File: config.mk
export PLATFORM = sky130hd
export DESIGN_NAME = pred_alu
export DESIGN_NICKNAME = d
export VERILOG_FILES = /design/src/rtl/pred_alu_pkg.sv /design/src/rtl/pred_alu_gate.sv /design/src/rtl/pred_alu_arith.sv /design/src/rtl/pred_alu_flags.sv /design/src/rtl/pred_alu.sv
export SDC_FILE = /design/constraint.sdc
export NUM_CORES = 1
export LEC_CHECK = 0
export ABC_AREA = 1
export CORE_MARGIN = 8
export CORE_UTILIZATION = 25
export DETAILED_ROUTE_END_ITERATION = 8
export PLACE_DENSITY = 0.61
export SKIP_LAST_GASP = 1
export SLEW_MARGIN = 20
export SYNTH_ARGS = -nofsm -noshare
export SYNTH_HDL_FRONTEND = slang
export SYNTH_SLANG_ARGS = --single-unit
File: constraint.sdc
create_clock -name vclk -period 3.3
set_input_delay 0.66 -clock vclk [all_inputs]
set_output_delay 0.66 -clock vclk [all_outputs]
set_load 0.03 [all_outputs]
File: src/rtl/pred_alu_pkg.sv
package pred_alu_pkg;

    typedef enum logic [1:0] {
        ARITH_ADD = 2'b00,
        ARITH_SUB = 2'b01,
        ARITH_ADC = 2'b10,
        ARITH_SBC = 2'b11
    } arith_kind_e;

    typedef enum logic [2:0] {
        GATE_ALWAYS   = 3'b000,
        GATE_Z_SET    = 3'b001,
        GATE_Z_CLEAR  = 3'b010,
        GATE_C_SET    = 3'b011,
        GATE_SHUT_4   = 3'b100,
        GATE_SHUT_5   = 3'b101,
        GATE_SHUT_6   = 3'b110,
        GATE_SHUT_7   = 3'b111
    } gate_code_e;

    localparam int KIND_W = 2;
    localparam int GATE_W = 3;
    localparam int OP_W   = KIND_W + GATE_W;

endpackage

File: src/rtl/pred_alu_gate.sv
module pred_alu_gate
    import pred_alu_pkg::*;
(
    input  logic [GATE_W-1:0] gate_bits,
    input  logic              zero_in,
    input  logic              carry_in,
    output logic              fire
);

    gate_code_e gate;

    always_comb begin
        gate = gate_code_e'(gate_bits);
        fire = 1'b0;
        unique case (gate)
            GATE_ALWAYS:  fire = 1'b1;
            GATE_Z_SET:   fire = zero_in;
            GATE_Z_CLEAR: fire = ~zero_in;
            GATE_C_SET:   fire = carry_in;
            GATE_SHUT_4,
            GATE_SHUT_5,
            GATE_SHUT_6,
            GATE_SHUT_7:  fire = 1'b0;
        endcase
    end

endmodule

File: src/rtl/pred_alu_arith.sv
module pred_alu_arith
    import pred_alu_pkg::*;
#(
    parameter int DATA_W = 16
) (
    input  logic [DATA_W-1:0] opnd_a,
    input  logic [DATA_W-1:0] opnd_b,
    input  logic [KIND_W-1:0] kind_bits,
    input  logic              carry_in,
    output logic [DATA_W-1:0] sum,
    output logic              carry_flag
);

    localparam int FULL_W = DATA_W + 1;

    arith_kind_e       kind;
    logic              is_sub;
    logic              use_cin;
    logic [DATA_W-1:0] b_eff;
    logic              cin_eff;
    logic [FULL_W-1:0] full;

    always_comb begin
        kind    = arith_kind_e'(kind_bits);
        is_sub  = 1'b0;
        use_cin = 1'b0;
        unique case (kind)
            ARITH_ADD: begin is_sub = 1'b0; use_cin = 1'b0; end
            ARITH_SUB: begin is_sub = 1'b1; use_cin = 1'b0; end
            ARITH_ADC: begin is_sub = 1'b0; use_cin = 1'b1; end
            ARITH_SBC: begin is_sub = 1'b1; use_cin = 1'b1; end
        endcase
        // Subtraction is done as a + ~b + 1; a borrow-in removes the +1.
        b_eff   = is_sub ? ~opnd_b : opnd_b;
        if (is_sub) cin_eff = use_cin ? ~carry_in : 1'b1;
        else        cin_eff = use_cin ?  carry_in : 1'b0;
        full       = {1'b0, opnd_a} + {1'b0, b_eff} + {{DATA_W{1'b0}}, cin_eff};
        sum        = full[DATA_W-1:0];
        // For subtraction the carry flag means borrow, so the adder carry is inverted.
        carry_flag = is_sub ? ~full[DATA_W] : full[DATA_W];
    end

endmodule

File: src/rtl/pred_alu_flags.sv
module pred_alu_flags #(
    parameter int DATA_W = 16
) (
    input  logic              fire,
    input  logic [DATA_W-1:0] sum,
    input  logic              carry_flag,
    input  logic              zero_in,
    input  logic              carry_in,
    output logic              wr_en,
    output logic              zero_next,
    output logic              carry_next
);

    logic sum_is_zero;

    always_comb begin
        sum_is_zero = (sum == '0);
        wr_en       = fire;
        zero_next   = fire ? sum_is_zero : zero_in;
        carry_next  = fire ? carry_flag  : carry_in;
    end

endmodule

File: src/rtl/pred_alu.sv
module pred_alu
    import pred_alu_pkg::*;
#(
    parameter int DATA_W = 16
) (
    input  logic [DATA_W-1:0] src_a,
    input  logic [DATA_W-1:0] src_b,
    input  logic [OP_W-1:0]   op_code,
    input  logic              zero_in,
    input  logic              carry_in,
    output logic [DATA_W-1:0] result,
    output logic              wr_en,
    output logic              zero_next,
    output logic              carry_next
);

    logic              fire;
    logic [DATA_W-1:0] sum;
    logic              carry_flag;

    pred_alu_gate u_gate (
        .gate_bits (op_code[OP_W-1:KIND_W]),
        .zero_in   (zero_in),
        .carry_in  (carry_in),
        .fire      (fire)
    );

    pred_alu_arith #(.DATA_W(DATA_W)) u_arith (
        .opnd_a     (src_a),
        .opnd_b     (src_b),
        .kind_bits  (op_code[KIND_W-1:0]),
        .carry_in   (carry_in),
        .sum        (sum),
        .carry_flag (carry_flag)
    );

    pred_alu_flags #(.DATA_W(DATA_W)) u_flags (
        .fire       (fire),
        .sum        (sum),
        .carry_flag (carry_flag),
        .zero_in    (zero_in),
        .carry_in   (carry_in),
        .wr_en      (wr_en),
        .zero_next  (zero_next),
        .carry_next (carry_next)
    );

    assign result = sum;

endmodule

## Word level (Yosys, flattened, before mapping)

Cells that the tools add are included.

- Equal/unequal tests: 10
- Reduce and logical (&&, ||, !) cells: 8
- Mux-type cells: 10
- $add $sub $neg: 2
- Bitwise operators: 4

Operators with widths:

| kind | number |
|---|---|
| $add A16 B16 Y17 | 1 |
| $add A17 B1 Y17 | 1 |
| $logic_not A16 Y1 | 1 |
| $mux W16 | 1 |
| $not A16 Y16 | 1 |
| $eq A3 B3 Y1 const B | 4 |
| $reduce_or A2 Y1 | 4 |
| $eq A3 B2 Y1 const B | 2 |
| $mux W1 | 6 |
| $pmux W1 S5 | 1 |
| $eq A2 B2 Y1 const B | 2 |
| $pmux W1 S2 | 2 |
| $reduce_or A4 Y1 | 1 |
| $eq A3 B1 Y1 const B | 1 |
| $logic_not A3 Y1 | 1 |
| $not A1 Y1 | 3 |
| $eq A2 B1 Y1 const B | 1 |
| $logic_not A2 Y1 | 1 |

- Output and inout bits: 19
- Bits of input ports: 39
- Word-level logic and storage cells: 34
- Register bits after elaboration: 0

## Logic depth before layout (Yosys ltp)

- Word-level depth: 9
- Mapped depth: 18
- Gate-level depth less buffers: 17

## Cells and area by module

A second synthesis with hierarchy kept.

- Cells, all modules: 252
- Area, all modules: 1360.1 µm²

Modules (own cells, without submodules):

| module | instances | cells an instance | area each (µm²) | seq. area each (µm²) |
|---|---|---|---|---|
| pred_alu_arith | 1 | 217 | 1213.7 | 0.0 |
| pred_alu_flags | 1 | 23 | 101.3 | 0.0 |
| pred_alu_gate | 1 | 12 | 45.0 | 0.0 |

## Worst setup path after synthesis

OpenSTA, ideal clock, no wires.

- Path kind: input-to-output
- Start point: in op_code[0]
- End point: out zero_next
- Arrival time: 3176 ps
- Stages: 15
- Slack: -536 ps
- Path buffers: 2
- Required time: 2640 ps
- Cell sequence: buf_2 -> buf_2 -> xnor2_1 -> fa_1 -> inv_1 -> fa_1 -> nor2_1 -> nand2_1 -> nor2_1 -> nand3_1 -> nor2_1 -> nand2_1 -> nor2_1 -> nand3_1 -> nand2_1

- Word-level cells in the longest chain between the ends: 8
- Elaborated cells on any way between the ends: 18
- Classes of those cells: add/sub (2); eq/ne (3); mux (7); reduce/logical (6)

Ends and longest elaborated chain:

| item | RTL line | RTL |
|---|---|---|
| start, declared | pred_alu.sv:8 | `input logic [OP_W-1:0] op_code,` |
| $eq A2 B1 Y1 (tied with other cells) | pred_alu_arith.sv:27 | `unique case (kind)` |
| $reduce_or A2 Y1 (no line) | -- |  |
| $pmux W1 S2 | pred_alu_arith.sv:27 |  |
| $mux W16 (tied with other cells) | pred_alu_arith.sv:34 | `b_eff = is_sub ? ~opnd_b : opnd_b;` |
| $add A16 B16 Y17 or $mux W1 (tied branches) | pred_alu_arith.sv:37, pred_alu_arith.sv:35 |  |
| $add A17 B1 Y17 * | pred_alu_arith.sv:37 | `full = {1'b0, opnd_a} + {1'b0, b_eff} + {{DATA_W{1'b0}}, cin_eff};` |
| net result[1] | pred_alu.sv:11 | `output logic [DATA_W-1:0] result,` |
| $logic_not A16 Y1 * | pred_alu_flags.sv:17 | `sum_is_zero = (sum == '0);` |
| $mux W1 * | pred_alu_flags.sv:19 | `zero_next = fire ? sum_is_zero : zero_in;` |
| end, declared | pred_alu.sv:13 | `output logic zero_next,` |

The timed path passes the listed nets; every way through them passes the cells marked *.

## Worst setup path after layout

- Start point: in op_code[0]
- End point: out zero_next

- Word-level cells in the longest chain between the ends: 8
- Elaborated cells on any way between the ends: 18
- Classes of those cells: add/sub (2); eq/ne (3); mux (7); reduce/logical (6)

Ends and longest elaborated chain:

| item | RTL line |
|---|---|
| $eq A2 B1 Y1 (tied with other cells) | pred_alu_arith.sv:27 |
| $reduce_or A2 Y1 (no line) | -- |
| $pmux W1 S2 | pred_alu_arith.sv:27 |
| $mux W16 (tied with other cells) | pred_alu_arith.sv:34 |
| $add A16 B16 Y17 or $mux W1 (tied branches) | pred_alu_arith.sv:37, pred_alu_arith.sv:35 |
| $add A17 B1 Y17 * | pred_alu_arith.sv:37 |
| $logic_not A16 Y1 * | pred_alu_flags.sv:17 |
| $mux W1 * | pred_alu_flags.sv:19 |

Every way passes the cells marked *; elsewhere a longest branch is shown, timed or not.

==> results.sh <==
export IMPL_final_util=0.530
export IMPL_wl_met1_um=1970
export IMPL_rsz0062_at_grt="yes"
export IMPL_io_buffers=58
export IMPL_wl_per_cell_um=10.8
export IMPL_failed_checks="setup timing"
export IMPL_dr_wl_met2_um=2320
export IMPL_drc_errors=0
export IMPL_synthCells=238
export IMPL_syn_mean_instance_area_um2=5.43
export IMPL_final_antenna_net_count=0
export IMPL_fill_cells=509
export IMPL_overflow=0
export IMPL_yosysSeqAreaShare=0
export IMPL_top_layer="met3"
export IMPL_synth_area_um2=1290
export IMPL_setup_tns_ns=-0.0717
export IMPL_pwr_share_comb=1.000
export IMPL_core_region_area_um2=5040
export IMPL_fin_crit_ns=3.35
export IMPL_p_sw_frac=0.516
export IMPL_yosysWarnings=0
export IMPL_synth_area_leaders="nand2_1 (24%), ha_1 (15%), inv_1 (13%), xor2_1 (12%), nand3_1 (6.2%)"
export IMPL_wl_met3_um=222
export IMPL_finalPower_uw=891
export IMPL_p_int_uw=431
export IMPL_first_global_vias=1615
export IMPL_worstSetupPathType="primary input to output port"
export IMPL_drtPass1Iterations=4
export IMPL_synth_compound_area_frac=0.0736
export IMPL_maxCapViolations=0
export IMPL_yosys_area_top_type_share=0.235
export IMPL_drt_initial_drc_count=39
export IMPL_synth_simple_area_share=0.479
export IMPL_critical_path_required_ns=2.64
export IMPL_seq_cells=0
export IMPL_hold_class="primary input to output port"
export IMPL_seqPwrFrac=0
export IMPL_synth_top_family_by_area="simple AND/OR/NAND/NOR gates"
export IMPL_drive_above_1_share=0.447
export IMPL_dp_hpwl_um=3660
export IMPL_syn_nets=294
export IMPL_slew_headroom=0.777
export IMPL_nets=405
export IMPL_p_sw_uw=460
export IMPL_powerDensity_nw_per_um2=333
export IMPL_ctsHoldBuffers=0
export IMPL_grt_pass1_wl_um=6660
export IMPL_synth_xor_area_frac=0.136
export IMPL_dr_total_vias=1784
export IMPL_synth_cell_types=22
export IMPL_finalHoldViolCount=0
export IMPL_fp_dieH_um=87.9
export IMPL_die_area_um2=7730
export IMPL_row_count=26
export IMPL_mostFrequentLayoutCell="buf_4"
export IMPL_layout_common_cells="buf_4 (61), nand2_1 (52), inv_1 (37)"
export IMPL_cp_arrival_ns=2.69
export IMPL_drt_total_wl_um=4510
export IMPL_p_leak_nw=1.49
export IMPL_num_io_pins=58
export IMPL_worst_slew_pin_slew_ns=0.332
export IMPL_grt_max_degree=12
export IMPL_n_clock_buffer=0
export IMPL_area_growth_pct=107
export IMPL_worstSetupEndpointType="output port"
export IMPL_diodes=0
export IMPL_start_util=0.256
export IMPL_setup_viol_count_final=2
export IMPL_die_w_um=87.9
export IMPL_clock_fmax_mhz=299
export IMPL_cp_start_kind="primary input"
export IMPL_post_route_period_util=1.01
export IMPL_grtUsageTotal=0.100
export IMPL_synthAdderAreaFrac=0.176
export IMPL_path_max_fanout=7
export IMPL_slew_viol_final=0
export IMPL_clock_power_share=0
export IMPL_antenna_found_initial=0
export IMPL_yosys_area_top_type="nand2_1"
export IMPL_peakVddDrop_mv=0.166
export IMPL_vias_per_cell=4.28
export IMPL_synthMuxAreaShare=0
export IMPL_gp_congestion=0.851
export IMPL_status="finished, violations left"
export IMPL_setup_ws_ns=-0.0459
export IMPL_ff_latch_area_um2=0
==> path summary, 6_finish.rpt <==
check             startpoint    endpoint  slack [ns]  cells past startpoint
setup / recovery  op_code[0]   zero_next       -0.05                     15
hold / removal      carry_in  carry_next        1.74                      5
==> through the flow <==
step	hold WS, ns	instance area [um^2]	std cells	setup WS [ns]
6_report	1.74	2670	417	-0.0459
5_1_grt	1.76	2670	417	-0.236
4_1_cts	1.79	2290	403	-0.182
3_5_place_dp	2.05	2240	402	-0.615
3_3_place_gp	2.05	2240	402	-0.577
2_1_floorplan	1.49	1350	238	-0.109
==> power by group through the flow <==
stage          logic (mW)  registers (mW)  clock network, mW
2_1_floorplan       0.417               0                  0
3_3_place_gp        0.752               0                  0
3_5_place_dp        0.755               0                  0
4_1_cts             0.770               0                  0
5_1_grt             0.967               0                  0
6_report            0.891               0                  0
==> layer usage <==
layer	up-vias	global-route usage
li1	956	-
met4	0	0
met2	34	0.186
met3	0	0.0141
met5	-	0
met1	794	0.125
==> layout make-up <==
class / instances / area (um^2) / area share
inverters: 44 / 165 / 0.0618
multi-input cells: 192 / 1370 / 0.511
well taps: 70 / 87.6 / 0.0328
repair buffers: 111 / 1050 / 0.394
==> worst max-delay path, stage by stage <==
cell     delay, ns
buf_12        0.12
xor2_2        0.18
fa_2          0.35
inv_2         0.08
fa_2          0.22
nand2_2       0.06
a21oi_1       0.23
xnor2_2       0.15
nand2_1       0.08
nor2_1        0.11
nand2_1       0.08
nor2_2        0.09
nand3_2       0.08
nand2_2       0.07
buf_6         0.12
==> synthesized netlist by cell type, types with 2 or more instances <==
cell	number
nand2_1	81
nor2_2	3
nand3_2	3
nor3_1	2
a21oi_2	2
buf_2	2
nand3b_1	5
fa_1	2
nand2_2	8
inv_1	44
a21oi_1	10
nand3_1	16
xnor2_1	3
xor2_1	17
nand4_1	2
nor2_1	17
o21bai_1	2
ha_1	15
==> what timing repair did <==
action	in CTS	in global routing
resized for setup	30	82
endpoints found under the setup margin	16	9
pin swaps	13	74
gates cloned	0	1
setup buffers	2	15
==> cells by family (layout without fill, tap and decap cells) <==
family                     after synthesis  after routing
AOI/OAI and AO/OA                       16             16
xor gates and xnor gates                20             20
adders and majority gates               17             17
buffers and inverters                   46            155
and+or+nand+nor                        139            139
Note: power is estimated with default switching activity, not from simulation.
